`src/rtl/vtg_pkg.sv`:
```
package vtg_pkg;

    localparam int NUM_SETS = 4;

    typedef enum logic [2:0] {
        ST_HOLD  = 3'd0,
        ST_LODD  = 3'd1,
        ST_LEVEN = 3'd2,
        ST_RODD  = 3'd3,
        ST_REVEN = 3'd4
    } vtg_state_e;

endpackage

```
`src/rtl/vtg_hcount.sv`:
```
module vtg_hcount #(
    parameter int H_W = 12
) (
    input  logic             clk,
    input  logic             rst_n,
    input  logic             clear,
    input  logic [H_W-1:0]   cfg_h_sync,
    input  logic [H_W-1:0]   cfg_h_back,
    input  logic [H_W-1:0]   cfg_h_active,
    input  logic [H_W-1:0]   cfg_h_front,
    output logic [H_W-1:0]   hcnt,
    output logic [H_W+1:0]   htotal,
    output logic             line_end,
    output logic             hs_raw,
    output logic             h_in_act,
    output logic [H_W-1:0]   h_rel
);
    localparam int HT_W = H_W + 2;

    logic [HT_W-1:0] hstart;
    logic [HT_W-1:0] hend;
    logic [HT_W-1:0] hx;

    always_comb begin
        htotal   = HT_W'(cfg_h_sync) + HT_W'(cfg_h_back)
                 + HT_W'(cfg_h_active) + HT_W'(cfg_h_front);
        hstart   = HT_W'(cfg_h_sync) + HT_W'(cfg_h_back);
        hend     = hstart + HT_W'(cfg_h_active);
        hx       = HT_W'(hcnt);
        line_end = !clear && (hx == htotal - HT_W'(1));
        hs_raw   = hcnt < cfg_h_sync;
        h_in_act = (hx >= hstart) && (hx < hend);
        h_rel    = H_W'(hx - hstart);
    end

    always_ff @(posedge clk or negedge rst_n) begin
        if (!rst_n)        hcnt <= '0;
        else if (clear)    hcnt <= '0;
        else if (line_end) hcnt <= '0;
        else               hcnt <= hcnt + H_W'(1);
    end

    // the counter never passes the programmed line total while running
    p_hcnt_range_r2: assert property (@(posedge clk) disable iff (!rst_n)
        !clear |-> (HT_W'(hcnt) < htotal));

    // a line end is followed by the start of sync
    p_line_wrap_r2: assert property (@(posedge clk) disable iff (!rst_n)
        line_end |=> (hcnt == '0));

endmodule

```
`src/rtl/vtg_vcount.sv`:
```
module vtg_vcount
    import vtg_pkg::*;
#(
    parameter int H_W = 12,
    parameter int V_W = 12
) (
    input  logic                     clk,
    input  logic                     rst_n,
    input  logic                     clear,
    input  logic                     line_end,
    input  logic [1:0]               set_idx,
    input  logic [H_W-1:0]           hcnt,
    input  logic [H_W+1:0]           htotal,
    input  logic [NUM_SETS-1:0][V_W-1:0] cfg_v_sync,
    input  logic [NUM_SETS-1:0][V_W-1:0] cfg_v_back,
    input  logic [NUM_SETS-1:0][V_W-1:0] cfg_v_front,
    input  logic [V_W-1:0]           cfg_v_active,
    input  logic [NUM_SETS-1:0]      cfg_v_halfline,
    output logic [V_W-1:0]           vcnt,
    output logic                     frame_end,
    output logic                     vs_raw,
    output logic                     v_in_act,
    output logic [V_W-1:0]           v_rel
);
    localparam int VT_W = V_W + 2;
    localparam int HT_W = H_W + 2;

    logic [VT_W-1:0] set_total [NUM_SETS];
    logic [VT_W-1:0] set_start [NUM_SETS];

    for (genvar g = 0; g < NUM_SETS; g++) begin : g_set
        assign set_start[g] = VT_W'(cfg_v_sync[g]) + VT_W'(cfg_v_back[g]);
        assign set_total[g] = set_start[g] + VT_W'(cfg_v_active)
                            + VT_W'(cfg_v_front[g]);
    end

    logic [VT_W-1:0] vtot_sel;
    logic [VT_W-1:0] vstart_sel;
    logic [V_W-1:0]  vsw_sel;
    logic            shift_sel;
    logic [HT_W-1:0] half_pt;
    logic            late_half;
    logic [VT_W-1:0] vx;

    always_comb begin
        vtot_sel   = set_total[set_idx];
        vstart_sel = set_start[set_idx];
        vsw_sel    = cfg_v_sync[set_idx];
        shift_sel  = cfg_v_halfline[set_idx];
        half_pt    = htotal >> 1;
        late_half  = HT_W'(hcnt) >= half_pt;
        vx         = VT_W'(vcnt);
        frame_end  = line_end && (vx == vtot_sel - VT_W'(1));
        if (shift_sel)
            vs_raw = ((vcnt < vsw_sel) && late_half)
                  || ((vcnt != '0) && (vcnt <= vsw_sel) && !late_half);
        else
            vs_raw = vcnt < vsw_sel;
        v_in_act = (vx >= vstart_sel) && (vx < vstart_sel + VT_W'(cfg_v_active));
        v_rel    = V_W'(vx - vstart_sel);
    end

    always_ff @(posedge clk or negedge rst_n) begin
        if (!rst_n)         vcnt <= '0;
        else if (clear)     vcnt <= '0;
        else if (frame_end) vcnt <= '0;
        else if (line_end)  vcnt <= vcnt + V_W'(1);
    end

    // a shifted vertical sync rises at the half-line point, an unshifted one at line start
    p_vs_rise_point_r4: assert property (@(posedge clk) disable iff (!rst_n)
        (!clear && $rose(vs_raw)) |->
            (shift_sel ? (HT_W'(hcnt) == half_pt) : (hcnt == '0)));

    // the line counter stays inside the selected field length
    p_vcnt_range_r3: assert property (@(posedge clk) disable iff (!rst_n)
        !clear |-> (VT_W'(vcnt) < vtot_sel));

endmodule

```
`src/rtl/vtg_field_fsm.sv`:
```
module vtg_field_fsm
    import vtg_pkg::*;
(
    input  logic       clk,
    input  logic       rst_n,
    input  logic       soft_rst,
    input  logic       frame_end,
    input  logic       cfg_interlace,
    input  logic       cfg_stereo,
    output vtg_state_e state,
    output logic       running,
    output logic [1:0] set_idx,
    output logic       field_even,
    output logic       eye_right
);
    vtg_state_e state_nx;

    always_comb begin
        state_nx = state;
        if (soft_rst) begin
            state_nx = ST_HOLD;
        end else begin
            unique case (state)
                ST_HOLD:  state_nx = ST_LODD;
                ST_LODD:  if (frame_end)
                              state_nx = cfg_interlace ? ST_LEVEN
                                       : (cfg_stereo ? ST_RODD : ST_LODD);
                ST_LEVEN: if (frame_end)
                              state_nx = cfg_stereo ? ST_RODD : ST_LODD;
                ST_RODD:  if (frame_end)
                              state_nx = cfg_interlace ? ST_REVEN : ST_LODD;
                ST_REVEN: if (frame_end)
                              state_nx = ST_LODD;
                default:  state_nx = ST_HOLD;
            endcase
        end
    end

    always_ff @(posedge clk or negedge rst_n) begin
        if (!rst_n) state <= ST_HOLD;
        else        state <= state_nx;
    end

    always_comb begin
        running    = 1'b1;
        set_idx    = 2'd0;
        field_even = 1'b0;
        eye_right  = 1'b0;
        unique case (state)
            ST_HOLD:  running = 1'b0;
            ST_LODD:  set_idx = 2'd0;
            ST_LEVEN: begin set_idx = 2'd1; field_even = 1'b1; end
            ST_RODD:  begin set_idx = 2'd2; eye_right  = 1'b1; end
            ST_REVEN: begin set_idx = 2'd3; field_even = 1'b1; eye_right = 1'b1; end
            default:  running = 1'b0;
        endcase
    end

    // the field changes only at a field wrap, a soft reset, or the release from HOLD
    p_field_step_r8: assert property (@(posedge clk) disable iff (!rst_n)
        (state != $past(state)) |->
            ($past(frame_end) || $past(soft_rst) || ($past(state) == ST_HOLD)));

    // the right-even field is reached only from the right-odd field
    p_reven_order_r7: assert property (@(posedge clk) disable iff (!rst_n)
        (state == ST_REVEN) |->
            (($past(state) == ST_REVEN) || ($past(state) == ST_RODD)));

endmodule

```
`src/rtl/stereo_vtg.sv`:
```
module stereo_vtg
    import vtg_pkg::*;
#(
    parameter int H_W = 12,
    parameter int V_W = 12
) (
    input  logic                         clk,
    input  logic                         rst_n,
    input  logic                         soft_rst,
    input  logic                         cfg_interlace,
    input  logic                         cfg_stereo,
    input  logic [H_W-1:0]               cfg_h_sync,
    input  logic [H_W-1:0]               cfg_h_back,
    input  logic [H_W-1:0]               cfg_h_active,
    input  logic [H_W-1:0]               cfg_h_front,
    input  logic [NUM_SETS-1:0][V_W-1:0] cfg_v_sync,
    input  logic [NUM_SETS-1:0][V_W-1:0] cfg_v_back,
    input  logic [NUM_SETS-1:0][V_W-1:0] cfg_v_front,
    input  logic [V_W-1:0]               cfg_v_active,
    input  logic [NUM_SETS-1:0]          cfg_v_halfline,
    input  logic                         cfg_inv_hs,
    input  logic                         cfg_inv_vs,
    input  logic                         cfg_inv_de,
    input  logic                         cfg_inv_clk,
    output logic                         hsync_o,
    output logic                         vsync_o,
    output logic                         de_o,
    output logic                         clk_edge_o,
    output logic                         field_even_o,
    output logic                         eye_right_o,
    output logic [H_W-1:0]               px_x_o,
    output logic [V_W-1:0]               px_y_o
);
    vtg_state_e      state;
    logic            running;
    logic            clear;
    logic [1:0]      set_idx;
    logic            field_even;
    logic            eye_right;
    logic [H_W-1:0]  hcnt;
    logic [H_W+1:0]  htotal;
    logic            line_end;
    logic            hs_raw;
    logic            h_in_act;
    logic [H_W-1:0]  h_rel;
    logic [V_W-1:0]  vcnt;
    logic            frame_end;
    logic            vs_raw;
    logic            v_in_act;
    logic [V_W-1:0]  v_rel;
    logic            hs_g;
    logic            vs_g;
    logic            de_g;

    assign clear = soft_rst | ~running;

    vtg_field_fsm u_fsm (
        .clk           (clk),
        .rst_n         (rst_n),
        .soft_rst      (soft_rst),
        .frame_end     (frame_end),
        .cfg_interlace (cfg_interlace),
        .cfg_stereo    (cfg_stereo),
        .state         (state),
        .running       (running),
        .set_idx       (set_idx),
        .field_even    (field_even),
        .eye_right     (eye_right)
    );

    vtg_hcount #(.H_W(H_W)) u_hcount (
        .clk          (clk),
        .rst_n        (rst_n),
        .clear        (clear),
        .cfg_h_sync   (cfg_h_sync),
        .cfg_h_back   (cfg_h_back),
        .cfg_h_active (cfg_h_active),
        .cfg_h_front  (cfg_h_front),
        .hcnt         (hcnt),
        .htotal       (htotal),
        .line_end     (line_end),
        .hs_raw       (hs_raw),
        .h_in_act     (h_in_act),
        .h_rel        (h_rel)
    );

    vtg_vcount #(.H_W(H_W), .V_W(V_W)) u_vcount (
        .clk            (clk),
        .rst_n          (rst_n),
        .clear          (clear),
        .line_end       (line_end),
        .set_idx        (set_idx),
        .hcnt           (hcnt),
        .htotal         (htotal),
        .cfg_v_sync     (cfg_v_sync),
        .cfg_v_back     (cfg_v_back),
        .cfg_v_front    (cfg_v_front),
        .cfg_v_active   (cfg_v_active),
        .cfg_v_halfline (cfg_v_halfline),
        .vcnt           (vcnt),
        .frame_end      (frame_end),
        .vs_raw         (vs_raw),
        .v_in_act       (v_in_act),
        .v_rel          (v_rel)
    );

    always_ff @(posedge clk or negedge rst_n) begin
        if (!rst_n)                clk_edge_o <= 1'b0;
        else if (state == ST_HOLD) clk_edge_o <= cfg_inv_clk;
    end

    always_comb begin
        hs_g         = running & hs_raw;
        vs_g         = running & vs_raw;
        de_g         = running & h_in_act & v_in_act;
        hsync_o      = hs_g ^ cfg_inv_hs;
        vsync_o      = vs_g ^ cfg_inv_vs;
        de_o         = de_g ^ cfg_inv_de;
        field_even_o = field_even;
        eye_right_o  = eye_right;
        px_x_o       = de_g ? h_rel : '0;
        px_y_o       = de_g ? v_rel : '0;
    end

    // active pixels never overlap horizontal sync
    p_de_outside_sync_r5: assert property (@(posedge clk) disable iff (!rst_n)
        de_g |-> !hs_g);

    // consecutive active pixels advance the column by one
    p_x_step_r6: assert property (@(posedge clk) disable iff (!rst_n)
        (de_g && $past(de_g)) |-> (px_x_o == $past(px_x_o) + H_W'(1)));

    // the clock edge select does not move while timing runs
    p_clk_edge_hold_r9: assert property (@(posedge clk) disable iff (!rst_n)
        (running && $past(running)) |-> $stable(clk_edge_o));

    // leaving HOLD starts at sync of the first field
    p_release_start_r10: assert property (@(posedge clk) disable iff (!rst_n)
        ($past(state) == ST_HOLD && state != ST_HOLD) |->
            (state == ST_LODD && hcnt == '0 && vcnt == '0));

endmodule

```
`config.mk`:
```
export PLATFORM = sky130hd
export DESIGN_NAME = stereo_vtg
export DESIGN_NICKNAME = d
export VERILOG_FILES = /design/src/rtl/vtg_pkg.sv /design/src/rtl/vtg_hcount.sv /design/src/rtl/vtg_vcount.sv /design/src/rtl/vtg_field_fsm.sv /design/src/rtl/stereo_vtg.sv
export SDC_FILE = /design/constraint.sdc
export NUM_CORES = 1
export LEC_CHECK = 0
export ABC_AREA = 1
export BUFFER_PORTS_ARGS = -buffer_cell sky130_fd_sc_hd__buf_2
export CAP_MARGIN = 40
export CORE_UTILIZATION = 55
export CTS_BUF_LIST = sky130_fd_sc_hd__clkbuf_16
export CTS_CLUSTER_DIAMETER = 60
export CTS_CLUSTER_SIZE = 30
export DETAILED_ROUTE_END_ITERATION = 12
export PLACE_DENSITY = 0.78
export RECOVER_POWER = 25
export SKIP_LAST_GASP = 1
export SYNTH_ARGS = -nofsm -noshare
export SYNTH_HDL_FRONTEND = slang
export SYNTH_HIERARCHICAL = 1
export SYNTH_SLANG_ARGS = --single-unit
export TNS_END_PERCENT = 5
```
`constraint.sdc`:
```
create_clock -name clk -period 6.1 [get_ports clk]
set_input_delay 0.61 -clock clk [delete_from_list [all_inputs] [get_ports clk]]
set_output_delay 0.61 -clock clk [all_outputs]
set_load 0.05 [all_outputs]
```
## Word-level counts from Yosys, hierarchy flattened

Index checks and enable logic that the tools add are counted.

| cells by class | value |
|---|---|
| div/mod/pow operators | 0 |
| shifts and indexed selects | 0 |
| multiplexer cells | 31 |
| magnitude comparators | 10 |
| reductions and logical operators | 17 |
| bitwise gates (word level) | 10 |
| equality and inequality tests | 10 |
| multipliers | 0 |
| add/subtract/negate cells | 22 |

Operator list:

| cell | number |
|---|---|
| $add 14x12->14 | 10 |
| $mux 12 | 8 |
| $add 12x12->13 | 5 |
| $bmux 14 s2 | 2 |
| $mux 14 | 4 |
| $eq 12x14->1 | 2 |
| $lt 12x14->1 | 2 |
| $sub 14x1->14 const B | 2 |
| $ge 12x13->1 | 2 |
| $add 12x1->12 const B | 2 |
| $bmux 12 s2 | 1 |
| $lt 12x12->1 | 2 |
| $sub 12x12->12 | 2 |
| $mux 3 | 6 |
| $pmux 3 s5 | 1 |
| $add 13x12->14 | 1 |
| $ge 12x14->1 | 1 |
| $le 12x12->1 | 1 |
| $ne 3x3->1 const B | 4 |
| $reduce_bool 12->1 | 1 |
| $logic_and 1x1->1 | 7 |
| $eq 3x2->1 const B | 2 |
| $pmux 2 s3 | 1 |
| $mux 1 | 5 |
| other kinds (18) | 26 |

| word-level totals | value |
|---|---|
| latch bits | 0 |
| word-level logic and storage cells | 104 |
| memory bits (writable) | 0 |
| memories | 0 |
| bits of input ports | 217 |
| output and inout port bits | 30 |
| bits in registers | 28 |
| bits in read-only memories | 0 |

## Depth between registers and ports, before layout

| logic depth | value |
|---|---|
| depth in word-level cells | 12 |
| mapped depth | 50 |
| gate-level depth less buffers | 50 |

## Cells and area by module

Netlist, hierarchy kept.

By module, submodules not included:

| module | cells an instance | area an instance (um^2) | seq. area each (um^2) | times used |
|---|---|---|---|---|
| vtg_vcount | 1660 | 10139.7 | 300.3 | 1 |
| vtg_hcount | 748 | 4355.4 | 300.3 | 1 |
| stereo_vtg | 68 | 379.1 | 25.0 | 1 |
| vtg_field_fsm | 49 | 304.0 | 75.1 | 1 |

## Worst setup path before layout

No wires, ideal clock.

| timing path | value |
|---|---|
| path type | input to output |
| start point | input port cfg_h_sync[0] |
| end point | output port vsync_o |
| data required time | 5.490 ns |
| buffers on the path | 0 |
| path slack | -0.286 ns |
| data arrival time | 5.776 ns |
| stages | 33 |
| cell sequence | ha_1 > fa_1 > nand3_1 > nand2_1 > a31oi_1 > xor2_1 > ha_1 > nand2_1 > inv_1 > nand2_1 > nand2_1 > o21bai_1 > nand2_1 > nand3_1 > xnor2_1 > inv_1 > ha_1 > nand2_1 > nor2_1 > nand3_1 > nand3_2 > xor2_1 > inv_1 > inv_1 > ha_1 > nand2_1 > nor3_1 > nor3b_1 > a221oi_1 > nand4_1 > a32oi_1 > nand2_1 > xnor2_1 |

| between the ends | value |
|---|---|
| cells in the longest elaborated chain, start to end | 10 |
| elaborated cells between the ends (all ways) | 11 |
| those cells by class | add/sub: 3; order compare: 1; mux: 1; bitwise: 2; reduce/logical: 4 |

RTL lines:

| what | RTL line | source |
|---|---|---|
| from (decl) | stereo_vtg.sv:12 | `input logic [H_W-1:0] cfg_h_sync,` |
| $add 12x12->13 (*) | vtg_hcount.sv:25 | `htotal = HT_W'(cfg_h_sync) + HT_W'(cfg_h_back)` |
| $add 13x12->14 (*) | vtg_hcount.sv:26 | `+ HT_W'(cfg_h_active) + HT_W'(cfg_h_front);` |
| $add 14x12->14 (*) | vtg_hcount.sv:26 |  |
| via htotal[11] | stereo_vtg.sv:41 | `logic [H_W+1:0] htotal;` |
| $ge 12x13->1 (*) | vtg_vcount.sv:51 | `late_half = HT_W'(hcnt) >= half_pt;` |
| $logic_not 1->1 | vtg_vcount.sv:56 | `\|\| ((vcnt != '0) && (vcnt <= vsw_sel) && !late_half);` |
| $logic_and 1x1->1 | vtg_vcount.sv:56 |  |
| $logic_or 1x1->1 (*) | vtg_vcount.sv:56 |  |
| $mux 1 (*) | vtg_vcount.sv:54 | `if (shift_sel)` |
| via vs_raw | stereo_vtg.sv:48 | `logic vs_raw;` |
| $and 1x1->1 (*) | stereo_vtg.sv:114 | `vs_g = running & vs_raw;` |
| $xor 1x1->1 (*) | stereo_vtg.sv:117 | `vsync_o = vs_g ^ cfg_inv_vs;` |
| to (decl) | stereo_vtg.sv:26 | `output logic vsync_o,` |

The timed path passes the listed nets; every way through them passes the cells marked *.

## Worst setup path after layout

| timing path | value |
|---|---|
| start point | input port cfg_h_sync[3] |
| end point | register u_hcount.hcnt[8] |

| between the ends | value |
|---|---|
| cells in the longest elaborated chain, start to end | 8 |

RTL lines:

| what | RTL line | source |
|---|---|---|
| $add 12x12->13 | vtg_hcount.sv:25 |  |
| $add 13x12->14 | vtg_hcount.sv:26 |  |
| $add 14x12->14 | vtg_hcount.sv:26 |  |
| via htotal[11] | stereo_vtg.sv:41 |  |
| $sub 14x1->14 | vtg_hcount.sv:30 | `line_end = !clear && (hx == htotal - HT_W'(1));` |
| $eq 12x14->1 | vtg_hcount.sv:30 |  |
| $logic_and 1x1->1 | vtg_hcount.sv:30 |  |
| $mux 12 | vtg_hcount.sv:39 | `else if (line_end) hcnt <= '0;` |
| $mux 12 | vtg_hcount.sv:38 | `else if (clear) hcnt <= '0;` |
| to (signal assigned) | vtg_hcount.sv:40 | `else hcnt <= hcnt + H_W'(1);` |
| to (decl) | vtg_hcount.sv:11 | `output logic [H_W-1:0] hcnt,` |

The timed path passes the listed nets, and every way through them passes these cells.
A chain may end at the register's enable or synchronous reset.

==> key figures <==
Status
  – Status: complete, but fails checks
  – Violated checks: max-capacitance violations, max-slew violations, negative setup slack

Die
  – Initial Util: 56.2%
  – Die Wd: 168 um
  – Num ports: 247
  – Die area: 28300 um2
  – Row count: 60
  – DIE HEIGHT: 168 um
  – Core ar.: 27000 um2

Synth
  – Post-synthesis mux area share: 0%
  – Count leader, synth: nand2_1
  – Syn Inst Count: 2525
  – Main synth FF type: dfrtp_1
  – Area leader, netlist: ha_1
  – Compound-Gate Fraction of Synth Area: 11.3%
  – Largest cells by area after synthesis: ha_1, nand2_1, inv_1
  – Mapped Area: 15200 um2
  – XOR/XNOR Fraction of Synth Area: 5.42%
  – Avg Inst Size Synth: 6.01 um2
  – Post-synth cell types: 49
  – Main combinational cell family by area after synthesis: simple AND/OR/NAND/NOR gates
  – Sequential-to-total area share from yosys stat: 4.62%
  – Synth Net Count: 3035
  – Post-synth top cells: nand2_1, inv_1, ha_1, nand3_1, a21oi_1
  – FF+latch count, synth: 28
  – Adder-cell share of the synthesized area: 27.2%
  – Simple-gate portion of the synthesized area: 38.6%
  – Ys async rst share: 100%
  – Ys Warns: 6
  – Synth top area share: 19.0%
  – Number of synthesized flops with an enable pin: 0

Min path
  – Hold Crit Class: flip-flop to flip-flop
  – HP Start: clk_edge_o$_DFFE_PN0N_
  – Hold Path Sink: clk_edge_o$_DFFE_PN0N_
  – WHS Path Cells: 2

Drt
  – Vias per cell: 5.75
  – DRC viols: 0
  – Iteration-0 DRC count of the detailed router: 2011
  – Drt first pass iters: 6
  – DR WL/cell: 18.3 um
  – DRT Wirelength: 60400 um
  – Post-route ant nets: 0
  – DR vias: 18938

Worst setup path
  – Worst R2R End: u_fsm/state[0]$_DFFE_PN0P_
  – Max FO, Critical Path: 6
  – Slowest CP cell: a21oi_1
  – Worst EP required: 6260 ps
  – Most frequent CP cell: buf_4
  – Worst R2R Start: u_fsm/state[1]$_DFFE_PN0P_
  – Crit start category: primary input
  – WP data arrival: 6710 ps
  – Crit. End Element: flip-flop
  – Critical setup path kind: primary input to flip-flop
  – Worst stage delay on the critical path: 340 ps
  – Flop-to-flop setup slack: 1190 ps
  – R2R depth: 39

Layout
  – Layout cells sized above 1: 25.3%
  – Area grow syn2layout: 27.4%
  – Non-Filler Instances: 3293
  – Nets: 3461
  – Post-route cell area: 19300 um2

Timing
  – Final period utilization: 107%
  – Clock skew: 3.56 ps
  – Final-report setup violation count: 50
  – Hold Slack: 488 ps
  – Fmax: 153 MHz
  – Fin. max-slew vios: 29
  – RSZ-0062 raised after global routing: true
  – Relative slew slack: -1.28%
  – Post-route setup slack: -448 ps
  – Count of final hold-check violations: 0
  – Tmin final: 6550 ps
  – Slew of the pin with the lowest slew margin: 1520 ps

Placed design
  – Port bufs: 246
  – Placed Cells: 3238
  – DPL Wire Length: 47900 um
  – Final GP Congestion: 1.01
  – Post-DP Area: 17800 um2

GRT
  – Global-route wire length before repair: 88700 um
  – Initial antenna violation count: 3
  – Number of global-route vias before repair: 17314
  – GRT overflow: 0
  – Largest net degree at the start of global routing: 38
  – All-Layer GR Usage: 39.7%

Clock network
  – CTS tree: done
  – Clock latency at the later pin of the worst-skew pair: 270 ps
  – Clock slew at reported path FFs: 70 ps
  – CTS Root Cell: clkbuf_16
  – # clock sinks: 28
  – H-Tree Level Count: 1
  – CTS Hold Bufs: 0
  – CTS Buf Count: 3
  – Clk buf depth: 2

Flow run
  – Max Cap Violations: 1

Pwr
  – VDD IR max: 0.224 mV
  – Overall power consumption: 7.68 mW
  – Leakage: 11.0 nW
  – PD cells: 397 nW/um2
per-stage QoR:
stage               TNS [ps]  worst slack [ps]  util, %
global route          -23850              -727     71.6
global placement       -3490              -420     66.0
finish                -10520              -448     71.6
detailed placement     -7440              -681     66.0
floorplan              -4040              -248        -
CTS                     -898             -52.3     69.4
critical path, delay by kind of cell:
family	cells	cell delay (ps)
buffers and inverters	21	2300
AOI/OAI and AO/OA	4	930
adders and majority gates	3	810
xor gates and xnor gates	3	610
and+or+nand+nor	14	1420
metal layers:
metal / GRT usage, % / wire length (um) / vias up
met2: 66.3 / 26700 / 1079
met1: 52.9 / 24900 / 8639
met4: 12.6 / 2870 / 2
li1: - / - / 8961
met3: 5.55 / 5830 / 257
met5: 0 / 13 / -
worst max-delay path by stage:
stage	start	endpoint	slack [ps]	cells after the start
floorplan	u_fsm/state[1]$_DFFE_PN0P_	px_x_o[10]	-250	30
detailed placement	cfg_h_sync[5]	u_fsm/state[1]$_DFFE_PN0P_	-680	48
finish	cfg_h_sync[3]	u_hcount/hcnt[8]$_DFF_PN0_	-450	45
global placement	cfg_h_sync[0]	u_fsm/state[1]$_DFFE_PN0P_	-420	50
global route	cfg_h_sync[6]	u_fsm/state[2]$_DFFE_PN0P_	-730	49
CTS	cfg_v_sync[36]	px_y_o[5]	-50	32
timing repair:
| item | in CTS | in global routing |
|---|---|---|
| endpoints found under the hold margin | 0 | 0 |
| pin swaps | 79 | 89 |
| endpoints found under the setup margin | 38 | 53 |
| gates resized for setup | 97 | 139 |
| buffers inserted | 41 | 8 |
| gates cloned | 0 | 1 |
report_power, final:
part	leakage, nW	internal [mW]	total (mW)	switching, mW
Sequential	0.386	0.201	0.239	0.0382
Clock	0.0511	0.131	0.198	0.0667
Combinational	10.6	2.85	7.24	4.39
Total	11.0	3.18	7.68	4.50
registers in the layout, summed over array words and instances (netlist names):
register	cells
u_fsm/state	3
clk_edge_o	1
u_vcount/vcnt	12
u_hcount/hcnt	12
area by class of cell:
type	instances	area (um2)
Sequential cell	28	701
Timing Repair Buffer	455	2920
Clock buffer	3	75.1
Inverter	460	1750
Tap cell	341	427
Clock inverter	1	30.0
Fill cell	2224	7690
Multi-Input combinational cell	2003	13400
Antenna cell	2	5.00
cell usage in the layout (no fill, tap or decap), types with 15 or more instances in the layout:
cell	n
nand2_1	694
inv_1	429
buf_2	225
ha_1	214
nand3_1	210
buf_4	203
a21oi_1	145
nor2_1	138
nand2_2	83
fa_1	61
xor2_1	52
o21ai_0	51
nand4_1	42
nor2_2	38
nand3_2	33
dfrtp_1	28
nor3_1	26
xnor2_1	25
inv_2	23
nor2_4	16
ha_4	15
logic make-up after synthesis:
logic type               Yosys count
AND/OR/NAND/NOR                 1319
buffers and inverters            495
AO/OA/AOI/OAI                    296
adder cells (fa/ha/maj)          293
XOR/XNOR                          94
flip-flops                        28
Note: power is estimated with default switching activity, not from simulation.
